File: src/rtl/irq_cond_pkg.sv
package irq_cond_pkg;
  localparam int LVL_W  = 3;
  localparam int MODE_W = 2;
  localparam int SLOT_W = 8;
  localparam int CHAN_W = 2;
  localparam int NUM_CHAN = 1 << CHAN_W;
  localparam int USED_W = LVL_W + 1 + MODE_W;

  typedef struct packed {
    logic              edgeMode;
    logic              polarity;
    logic              irqRoute;
    logic              dmaRoute;
    logic [CHAN_W-1:0] chan;
    logic [LVL_W-1:0]  level;
  } lineCtrl_t;
endpackage

File: src/rtl/irq_cond_ctrl.sv
module irq_cond_ctrl
  import irq_cond_pkg::*;
#(
  parameter int NUM_LINES = 4,
  parameter int REG_W = NUM_LINES * SLOT_W
) (
  input  logic                            clk,
  input  logic                            rstN,
  input  logic                            cfgWe,
  input  logic [REG_W-1:0]                cfgWdata,
  output logic [REG_W-1:0]                cfgRdata,
  output lineCtrl_t [NUM_LINES-1:0]       lineCtrl
);
  function automatic logic [REG_W-1:0] keepMask();
    logic [REG_W-1:0] m;
    m = '0;
    for (int i = 0; i < NUM_LINES; i++) begin
      m[i*SLOT_W +: SLOT_W] = SLOT_W'((1 << USED_W) - 1);
    end
    return m;
  endfunction

  localparam logic [REG_W-1:0] KEEP = keepMask();

  logic [REG_W-1:0] cfgQ;

  always_ff @(posedge clk or negedge rstN) begin
    if (!rstN) cfgQ <= '0;
    else if (cfgWe) cfgQ <= cfgWdata & KEEP;
  end

  assign cfgRdata = cfgQ;

  always_comb begin
    for (int i = 0; i < NUM_LINES; i++) begin
      logic [LVL_W-1:0]  code;
      logic              route;
      logic [MODE_W-1:0] mode;
      code  = cfgQ[i*SLOT_W +: LVL_W];
      route = cfgQ[i*SLOT_W + LVL_W];
      mode  = cfgQ[i*SLOT_W + LVL_W + 1 +: MODE_W];
      lineCtrl[i].edgeMode = mode[1];
      lineCtrl[i].polarity = mode[0];
      lineCtrl[i].irqRoute = !route && (code != '0);
      lineCtrl[i].dmaRoute = route && (code < LVL_W'(NUM_CHAN));
      lineCtrl[i].chan     = code[CHAN_W-1:0];
      lineCtrl[i].level    = code;
    end
  end

  assert_readback_R2: assert property (@(posedge clk) disable iff (!rstN)
    cfgWe |=> cfgRdata == ($past(cfgWdata) & KEEP));
endmodule

File: src/rtl/irq_cond_arb.sv
module irq_cond_arb
  import irq_cond_pkg::*;
#(
  parameter int NUM_LINES = 4,
  parameter int LINE_W = (NUM_LINES > 1) ? $clog2(NUM_LINES) : 1
) (
  input  logic [NUM_LINES-1:0]            pend,
  input  logic [NUM_LINES-1:0][LVL_W-1:0] lvl,
  output logic                            winValid,
  output logic [LINE_W-1:0]               winLine,
  output logic [LVL_W-1:0]                winLevel
);
  always_comb begin
    winLevel = '0;
    winLine  = '0;
    for (int i = 0; i < NUM_LINES; i++) begin
      if (pend[i] && (lvl[i] > winLevel)) begin
        winLevel = lvl[i];
        winLine  = LINE_W'(i);
      end
    end
    winValid = (winLevel != '0);
  end
endmodule

File: src/rtl/irq_cond_dp.sv
module irq_cond_dp
  import irq_cond_pkg::*;
#(
  parameter int NUM_LINES = 4,
  parameter int SYNC_DEPTH = 2,
  parameter int LINE_W = (NUM_LINES > 1) ? $clog2(NUM_LINES) : 1
) (
  input  logic                      clk,
  input  logic                      rstN,
  input  logic [NUM_LINES-1:0]      reqIn,
  input  logic [NUM_LINES-1:0]      reqAck,
  input  lineCtrl_t [NUM_LINES-1:0] lineCtrl,
  output logic                      irqValid,
  output logic [LINE_W-1:0]         irqLine,
  output logic [LVL_W-1:0]          irqLevel,
  output logic [NUM_CHAN-1:0]       dmaStrobe
);
  logic [NUM_LINES-1:0] syncQ [SYNC_DEPTH];
  logic [NUM_LINES-1:0] prevQ;
  logic [NUM_LINES-1:0] curSync;
  logic [NUM_LINES-1:0] activeNow, activePrev, evt;
  logic [NUM_LINES-1:0] edgeFlag, pend, dmaLine;
  logic [NUM_LINES-1:0][LVL_W-1:0] lvl;
  logic [NUM_CHAN-1:0]  dmaNext;
  logic                 winValid;
  logic [LINE_W-1:0]    winLine;
  logic [LVL_W-1:0]     winLevel;

  // synchroniser chain plus one history stage for event detection
  always_ff @(posedge clk or negedge rstN) begin
    if (!rstN) begin
      for (int k = 0; k < SYNC_DEPTH; k++) syncQ[k] <= '0;
      prevQ <= '0;
    end else begin
      syncQ[0] <= reqIn;
      for (int k = 1; k < SYNC_DEPTH; k++) syncQ[k] <= syncQ[k-1];
      prevQ <= syncQ[SYNC_DEPTH-1];
    end
  end

  assign curSync = syncQ[SYNC_DEPTH-1];

  always_comb begin
    for (int i = 0; i < NUM_LINES; i++) begin
      activeNow[i]  = (curSync[i] == lineCtrl[i].polarity);
      activePrev[i] = (prevQ[i] == lineCtrl[i].polarity);
      evt[i]        = activeNow[i] && !activePrev[i];
      pend[i]       = lineCtrl[i].irqRoute &&
                      (lineCtrl[i].edgeMode ? edgeFlag[i] : activeNow[i]);
      dmaLine[i]    = lineCtrl[i].dmaRoute && evt[i];
      lvl[i]        = lineCtrl[i].level;
    end
  end

  // sticky flags for edge-mode interrupt lines; a new event wins over ack
  always_ff @(posedge clk or negedge rstN) begin
    if (!rstN) edgeFlag <= '0;
    else begin
      for (int i = 0; i < NUM_LINES; i++) begin
        edgeFlag[i] <= lineCtrl[i].edgeMode && lineCtrl[i].irqRoute &&
                       (evt[i] || (edgeFlag[i] && !reqAck[i]));
      end
    end
  end

  always_comb begin
    dmaNext = '0;
    for (int c = 0; c < NUM_CHAN; c++) begin
      for (int i = 0; i < NUM_LINES; i++) begin
        if (dmaLine[i] && (int'(lineCtrl[i].chan) == c)) dmaNext[c] = 1'b1;
      end
    end
  end

  irq_cond_arb #(.NUM_LINES(NUM_LINES), .LINE_W(LINE_W)) u_arb (
    .pend     (pend),
    .lvl      (lvl),
    .winValid (winValid),
    .winLine  (winLine),
    .winLevel (winLevel)
  );

  always_ff @(posedge clk or negedge rstN) begin
    if (!rstN) begin
      irqValid  <= 1'b0;
      irqLine   <= '0;
      irqLevel  <= '0;
      dmaStrobe <= '0;
    end else begin
      irqValid  <= winValid;
      irqLine   <= winLine;
      irqLevel  <= winLevel;
      dmaStrobe <= dmaNext;
    end
  end

  assert_level_nonzero_R6: assert property (@(posedge clk) disable iff (!rstN)
    irqValid |-> irqLevel != '0);

  for (genvar g = 0; g < NUM_LINES; g++) begin : g_chk
    assert_edge_source_R4: assert property (@(posedge clk) disable iff (!rstN)
      $rose(edgeFlag[g]) |-> $past(evt[g]));
    assert_ack_clears_R4: assert property (@(posedge clk) disable iff (!rstN)
      (reqAck[g] && !evt[g]) |=> !edgeFlag[g]);
    assert_single_pulse_R8: assert property (@(posedge clk) disable iff (!rstN)
      dmaLine[g] |=> (!dmaLine[g] || !$stable(lineCtrl[g])));
  end
endmodule

File: src/rtl/irq_cond.sv
module irq_cond
  import irq_cond_pkg::*;
#(
  parameter int NUM_LINES = 4,
  parameter int SYNC_DEPTH = 2,
  parameter int REG_W = NUM_LINES * SLOT_W,
  parameter int LINE_W = (NUM_LINES > 1) ? $clog2(NUM_LINES) : 1
) (
  input  logic                 clk,
  input  logic                 rstN,
  input  logic                 cfgWe,
  input  logic [REG_W-1:0]     cfgWdata,
  output logic [REG_W-1:0]     cfgRdata,
  input  logic [NUM_LINES-1:0] reqIn,
  input  logic [NUM_LINES-1:0] reqAck,
  output logic                 irqValid,
  output logic [LINE_W-1:0]    irqLine,
  output logic [LVL_W-1:0]     irqLevel,
  output logic [NUM_CHAN-1:0]  dmaStrobe
);
  lineCtrl_t [NUM_LINES-1:0] lineCtrl;

  irq_cond_ctrl #(.NUM_LINES(NUM_LINES), .REG_W(REG_W)) u_ctrl (
    .clk      (clk),
    .rstN     (rstN),
    .cfgWe    (cfgWe),
    .cfgWdata (cfgWdata),
    .cfgRdata (cfgRdata),
    .lineCtrl (lineCtrl)
  );

  irq_cond_dp #(.NUM_LINES(NUM_LINES), .SYNC_DEPTH(SYNC_DEPTH), .LINE_W(LINE_W)) u_dp (
    .clk       (clk),
    .rstN      (rstN),
    .reqIn     (reqIn),
    .reqAck    (reqAck),
    .lineCtrl  (lineCtrl),
    .irqValid  (irqValid),
    .irqLine   (irqLine),
    .irqLevel  (irqLevel),
    .dmaStrobe (dmaStrobe)
  );
endmodule

File: config.mk
export PLATFORM = sky130hd
export DESIGN_NAME = irq_cond
export DESIGN_NICKNAME = d
export VERILOG_FILES = /design/src/rtl/irq_cond_pkg.sv /design/src/rtl/irq_cond_ctrl.sv /design/src/rtl/irq_cond_arb.sv /design/src/rtl/irq_cond_dp.sv /design/src/rtl/irq_cond.sv
export SDC_FILE = /design/constraint.sdc
export NUM_CORES = 1
export LEC_CHECK = 0
export CORE_UTILIZATION = 47
export CTS_BUF_LIST = sky130_fd_sc_hd__clkbuf_8
export CTS_CLUSTER_DIAMETER = 50
export DETAILED_ROUTE_END_ITERATION = 12
export PLACE_DENSITY_LB_ADDON = 0.12
export SETUP_SLACK_MARGIN = 0.15
export SKIP_CTS_REPAIR_TIMING = 1
export SLEW_MARGIN = 20
export SYNTH_ARGS = -nofsm -noshare
export SYNTH_HDL_FRONTEND = slang
export SYNTH_SLANG_ARGS = --single-unit
export TNS_END_PERCENT = 30
File: constraint.sdc
create_clock -name clk -period 6 [get_ports clk]
set_clock_uncertainty 0.1 [all_clocks]
set_input_delay 0.9 -clock clk [delete_from_list [all_inputs] [get_ports clk]]
set_output_delay 0.9 -clock clk [all_outputs]
set_load 0.01 [all_outputs]
## After elaboration in Yosys (flattened, before gate mapping)

Cells that the tools add are included.

- Mux-type cells: 27
- Equality and inequality tests: 20
- Reduce and logical (&&, ||, !) cells: 77
- Magnitude comparators: 8

Operators with widths:

| cell | count |
|---|---|
| logical AND 1 bit | 52 |
| 2-to-1 mux 1 bit | 21 |
| equality test 2 bit, second input constant | 8 |
| nonzero test 3 bit | 5 |
| zero test 1 bit | 12 |
| less-than comparator 3 bit, second input constant | 4 |
| 2-to-1 mux 3 bit | 4 |
| > comparator 3 bit | 3 |
| equality test 1 bit | 8 |
| equality test 2 x 1 -> 1 bit, second input constant | 4 |
| zero test 2 bit | 4 |
| logical OR 1 bit | 4 |
| 2-to-1 mux 2 bit | 2 |
| > comparator 3 x 1 -> 1 bit, second input constant | 1 |

- Bits of input ports: 43
- Output and inout port bits: 42
- Word-level logic and storage cells: 141
- Register bits: 50

## Longest topological paths before layout

- Depth in word-level cells: 15
- Depth in mapped cells: 23
- Mapped depth without buffers: 22

## Cells and area by module

A second synthesis with hierarchy kept.

- Cell total of the unflattened synthesis: 241
- Area, all modules: 2800.2 µm²

Modules (own cells, without submodules):

| module | area an instance (µm²) | times used | cells each |
|---|---|---|---|
| irq_cond_ctrl | 1331.3 | 1 | 100 |
| irq_cond_dp | 1054.8 | 1 | 92 |
| irq_cond_arb | 414.1 | 1 | 49 |

## Least setup slack after synthesis

Ideal clock, no wire load.

- Kind: register to register
- Start point: reg u_ctrl.cfgQ[4] (netlist: u_ctrl.cfgRdata[4])
- End point: reg u_dp.irqValid
- Clock period less this slack: 5456 ps
- Required time: 5769 ps
- Path slack: 544 ps
- Cell stages (with the launch flop): 24
- Arrival: 5225 ps
- Buffers on the path: 1
- Library setup time: 131 ps
- Path through: dfrtp_1 > xor2_1 > a2111oi_4 > nand2_1 > ha_1 > nor2b_1 > o311a_1 > and2_1 > buf_6 > mux2_2 > ha_1 > nor2b_1 > o221ai_1 > a211oi_4 > o211ai_4 > mux2i_1 > inv_1 > ha_1 > a21o_1 > a21oi_1 > and4b_1 > bufinv_8 > mux2_2 > or3_1

- Cells in the longest elaborated chain, start to end: 15

Ends and longest elaborated chain:

| element | RTL line | source |
|---|---|---|
| start: declaration | irq_cond_ctrl.sv:25 | `logic [REG_W-1:0] cfgQ;` |
| start signal: assignment | irq_cond_ctrl.sv:29 | `else if (cfgWe) cfgQ <= cfgWdata & KEEP;` |
| equality test 1 bit * | irq_cond_dp.sv:45 | `activeNow[i] = (curSync[i] == lineCtrl[i].polarity);` |
| 2-to-1 mux 1 bit * | irq_cond_dp.sv:49 | `(lineCtrl[i].edgeMode ? edgeFlag[i] : activeNow[i]);` |
| logical AND 1 bit * | irq_cond_dp.sv:48 | `pend[i] = lineCtrl[i].irqRoute &&` |
| logical AND 1 bit * | irq_cond_arb.sv:17 | `if (pend[i] && (lvl[i] > winLevel)) begin` |
| 2-to-1 mux 3 bit * | irq_cond_arb.sv:17 |  |
| > comparator 3 bit | irq_cond_arb.sv:17 |  |
| logical AND 1 bit | irq_cond_arb.sv:17 |  |
| 2-to-1 mux 3 bit * | irq_cond_arb.sv:17 |  |
| > comparator 3 bit | irq_cond_arb.sv:17 |  |
| logical AND 1 bit | irq_cond_arb.sv:17 |  |
| 2-to-1 mux 3 bit * | irq_cond_arb.sv:17 |  |
| > comparator 3 bit | irq_cond_arb.sv:17 |  |
| logical AND 1 bit | irq_cond_arb.sv:17 |  |
| 2-to-1 mux 3 bit * | irq_cond_arb.sv:17 |  |
| named net u_dp.u_arb.winLevel[1] | irq_cond_arb.sv:11 | `output logic [LVL_W-1:0] winLevel` |
| nonzero test 3 bit * | irq_cond_arb.sv:22 | `winValid = (winLevel != '0);` |
| named net u_dp.u_arb.winValid | irq_cond_arb.sv:9 | `output logic winValid,` |
| end signal: assignment | irq_cond_dp.sv:90 | `irqValid <= winValid;` |
| end: declaration | irq_cond_dp.sv:13 | `output logic irqValid,` |

The timed path passes the listed nets; every way through them passes the cells marked *.
A chain may end at the register's enable or synchronous reset.

## Final worst setup path

- Start point: reg u_dp.syncQ (netlist bit u_dp.curSync[0])
- End point: reg u_dp.irqValid

- Cells in the longest elaborated chain, start to end: 15

Ends and longest elaborated chain:

| element | RTL line | source |
|---|---|---|
| start: declaration | irq_cond_dp.sv:18 | `logic [NUM_LINES-1:0] syncQ [SYNC_DEPTH];` |
| equality test 1 bit * | irq_cond_dp.sv:45 |  |
| 2-to-1 mux 1 bit * | irq_cond_dp.sv:49 |  |
| logical AND 1 bit * | irq_cond_dp.sv:48 |  |
| logical AND 1 bit * | irq_cond_arb.sv:17 |  |
| 2-to-1 mux 3 bit * | irq_cond_arb.sv:17 |  |
| > comparator 3 bit | irq_cond_arb.sv:17 |  |
| logical AND 1 bit | irq_cond_arb.sv:17 |  |
| 2-to-1 mux 3 bit * | irq_cond_arb.sv:17 |  |
| > comparator 3 bit | irq_cond_arb.sv:17 |  |
| logical AND 1 bit | irq_cond_arb.sv:17 |  |
| 2-to-1 mux 3 bit * | irq_cond_arb.sv:17 |  |
| > comparator 3 bit | irq_cond_arb.sv:17 |  |
| logical AND 1 bit | irq_cond_arb.sv:17 |  |
| 2-to-1 mux 3 bit * | irq_cond_arb.sv:17 |  |
| named net u_dp.u_arb.winLevel[1] | irq_cond_arb.sv:11 |  |
| nonzero test 3 bit * | irq_cond_arb.sv:22 |  |
| named net u_dp.u_arb.winValid | irq_cond_arb.sv:9 |  |

Marked as above.

==> run_results.csv <==
group,metric,value,unit
status,status,"complete, no violations",
synth,synth_area,2430,um2
clocking,cts_max_level,2,
finish,final_nets,347,
routing,vias,1907,
sta,maxSlewHeadroom,59.3,%
sta,fin_tns_setup,0,ns
clocking,clk_path_buf_depth,2,
global_route,grt_first_pass_wirelength,8240,um
die,die_h,73.9,um
routing,drt_iter0_markers,114,
synth,synthTopCellsByArea,"dfrtp_1, mux2_2, nand2_1",
routing,antenna_left,0,
power_and_ir_drop,finalPower,0.863,mW
routing,drc,0,
global_route,grt_pass1_vias,1813,
worst_setup_path,arrival,5.78,ns
routing,post_drt_wl_per_cell,13.9,um
sta,hold_viol_final,0,
power_and_ir_drop,leakagePower,1.46,nW
die,die-area,5460,um2
synth,netlist_instances,217,
global_route,grt_use_total,20.2,%
sta,period_needed,5.70,ns
clocking,numCtsBuffers,5,
worst_setup_path,slowest_stage,"dfrtp_1",
synth,synth-seq-area-share,51.5,%
worst_setup_path,critPathTopFamily,"compound AO/OA/AOI/OAI gates",
synth,yosysWarningCount,0,
finish,fin_util,69.5,%
worst_setup_path,cp.required,6.08,ns
clocking,cts.sinks,50,
global_route,grt_max_degree,51,
die,initial_utilization,50.1,%
synth,ys_types,44,
worst_setup_path,crit_buf_inv,2,
finish,antenna_cells,0,
sta,setup_viol,0,
clocking,clk-insertion-delay-late,0.31,ns
synth,synth.top_cell.area_share,51.5,%
placed_design,io_buffers,68,
synth,synth_ff_type,"dfrtp_1",
clocking,cts_tree,"yes",
global_route,antenna_found_initial,0,
sta,fin_crit_sh,95.0,%
sta,max_slew.worst_pin.slew,0.609,ns
die,core_region_area,4850,um2
placed_design,placed_area,3140,um2
worst_setup_path,cpPeakStageDelay,0.44,ns
run,cap_violations,0,
worst_setup_path,start_kind,"flop",
placed_design,placed_cells,348,
routing,totalWireLength,5050,um
die,die_w,73.9,um
worst_setup_path,crit_path_cell_trace,"xor2_2 > a2111oi_4 > nand2_1 > ha_1 > nor2b_1 > o311a_1 > and2_4 > mux2_4 > ha_4 > nor2b_1 > o221ai_2 > a211oi_4 > o211ai_4 > mux2i_2 > inv_1 > ha_4 > a21o_1 > a21oi_2 > and4b_1 > bufinv_8 > mux2_2 > or3_1",
finish,design_area,3370,um2
power_and_ir_drop,vdd_drop_max,0.140,mV
worst_setup_path,critPathMaxFanout,5,
die,placementRows,25,
sta,grt_setup_unrepaired,"false",
synth,yosysTopAreaCell,"dfrtp_1",
sta,clock.fmax,175,MHz
global_route,gr-total-overflow,0,
clocking,clk_pin_slew,0.09,ns
placed_design,dpl.hpwl,3610,um
routing,drtPass1Iterations,5,
synth,avgSynthCellArea,11.2,um2
finish,area_growth,38.7,%
worst_setup_path,endpoint_kind,"flop",
sta,slew_viol_final,0,
clocking,cts-root-buf,"clkbuf_8",
placed_design,place.gp.congestion,0.824,
finish,instances_no_fill,364,
synth,yosys_register_bits,50,
worst_setup_path,crit_type,"flop to flop",
die,ios,85,
finish,drive_gt1_share,16.8,%
synth,ys_async_sr_fraction,100,%
synth,synth-edff-count,0,
min_path,hp-class,"flop to flop",
routing,viasPerCell,5.24,
power_and_ir_drop,powerDensity,256,nW/um2
[layout by cell type (no fill, tap or decap), drive strengths merged]
cell,netlist,layout
a211oi,1,1
o221ai,2,2
nor3,3,3
o21ai,12,12
a21o,1,1
nand3,5,5
nor4,2,2
nand2b,3,3
clkinv,0,2
o311a,1,1
nor2,13,13
a2111oi,2,2
conb,1,8
and2,2,2
a21oi,6,6
xor2,3,3
mux2,21,21
a221oi,1,1
a221o,1,1
nand4,1,1
or3,1,1
ha,8,8
and4b,1,1
o311ai,1,1
a32oi,5,5
nand3b,1,1
mux2i,2,2
xnor2,1,1
nor2b,5,5
inv,14,14
dfrtp,50,50
nand2,27,27
clkdlybuf4s50,0,67
nor3b,2,2
or2,1,1
o211ai,3,3
bufinv,1,2
clkbuf,4,5
buf,9,11
[routing by layer]
layer | GRT usage [%] | part of all wire, % | up-vias
met5 | 0 | 0 | -
met4 | 7.48 | 1.7 | 0
met3 | 4.25 | 5.3 | 12
met2 | 34.8 | 49 | 69
met1 | 24.9 | 43 | 927
li1 | - | - | 899
[stage by stage]
step,setup WS [ns],hold slack (ns)
6_report,0.301,0.263
5_1_grt,0.0565,0.275
4_1_cts,0.121,0.269
3_5_place_dp,0.148,0.248
3_3_place_gp,0.261,0.233
2_1_floorplan,0.544,0.231
[cells in the mapped netlist, types with 2 or more instances]
cell type  instances
a21oi_1            6
a32oi_1            5
and2_1             2
buf_4              8
clkbuf_1           4
dfrtp_1           50
ha_1               8
inv_1             14
mux2_1             6
mux2_2            13
mux2_4             2
mux2i_1            2
nand2_1           27
nand2b_1           3
nand3_1            5
nor2_1            13
nor2b_1            5
nor3_1             2
nor3b_1            2
nor4_1             2
o211ai_1           2
o21ai_0            9
o21ai_1            3
o221ai_1           2
xor2_1             3
[path summary, 6_finish.rpt]
check / from / to / slack, ns / cells after the start
worst max register to register: u_dp.curSync[0] / u_dp.irqValid / 0.30 / 22
worst max-delay path: u_dp.curSync[0] / u_dp.irqValid / 0.30 / 22
min in group asynchronous: rstN / u_ctrl.cfgRdata[3] / 0.50 / 1
worst min-delay path: u_dp.syncQ[7] / u_dp.curSync[3] / 0.26 / 0
max in group asynchronous: rstN / u_ctrl.cfgRdata[1] / 4.88 / 1
worst min register to register: u_dp.syncQ[7] / u_dp.curSync[3] / 0.26 / 0
[registers in the layout, summed over array words and instances (netlist names)]
name             count
u_ctrl.cfgRdata     24
u_dp.irqLevel        3
u_dp.curSync         4
u_dp.prevQ           4
u_dp.dmaStrobe       4
u_dp.irqValid        1
u_dp.edgeFlag        4
u_dp.irqLine         2
u_dp.syncQ           4
[kinds of logic after synthesis]
group           count (synthesis)  share of synthesized area [%]
simple gates                   67                           13.2
flops                          50                           51.5
compound gates                 36                           12.2
buf+inv                        28                           6.44
mux                            23                           10.9
fa+ha+maj                       8                           4.12
xor+xnor                        4                           1.44
other cells                     1                          0.154
[area by class of cell]
cell class,count,area (um2)
clock buffer,5,68.8
tap,67,83.8
timing repair buffer,78,753
sequential,50,1250
inverter,15,70.1
fill,397,1480
multi-input combinational,146,1100
clock inverter,3,40.0
[where the power goes]
group | switching, mW | leakage, nW | total, mW | internal, mW
clock network | 0.110 | 0.0579 | 0.232 | 0.123
registers | 0.0318 | 0.612 | 0.400 | 0.369
logic | 0.0972 | 0.787 | 0.230 | 0.132
No activity file was read; power rests on OpenSTA's default activity.
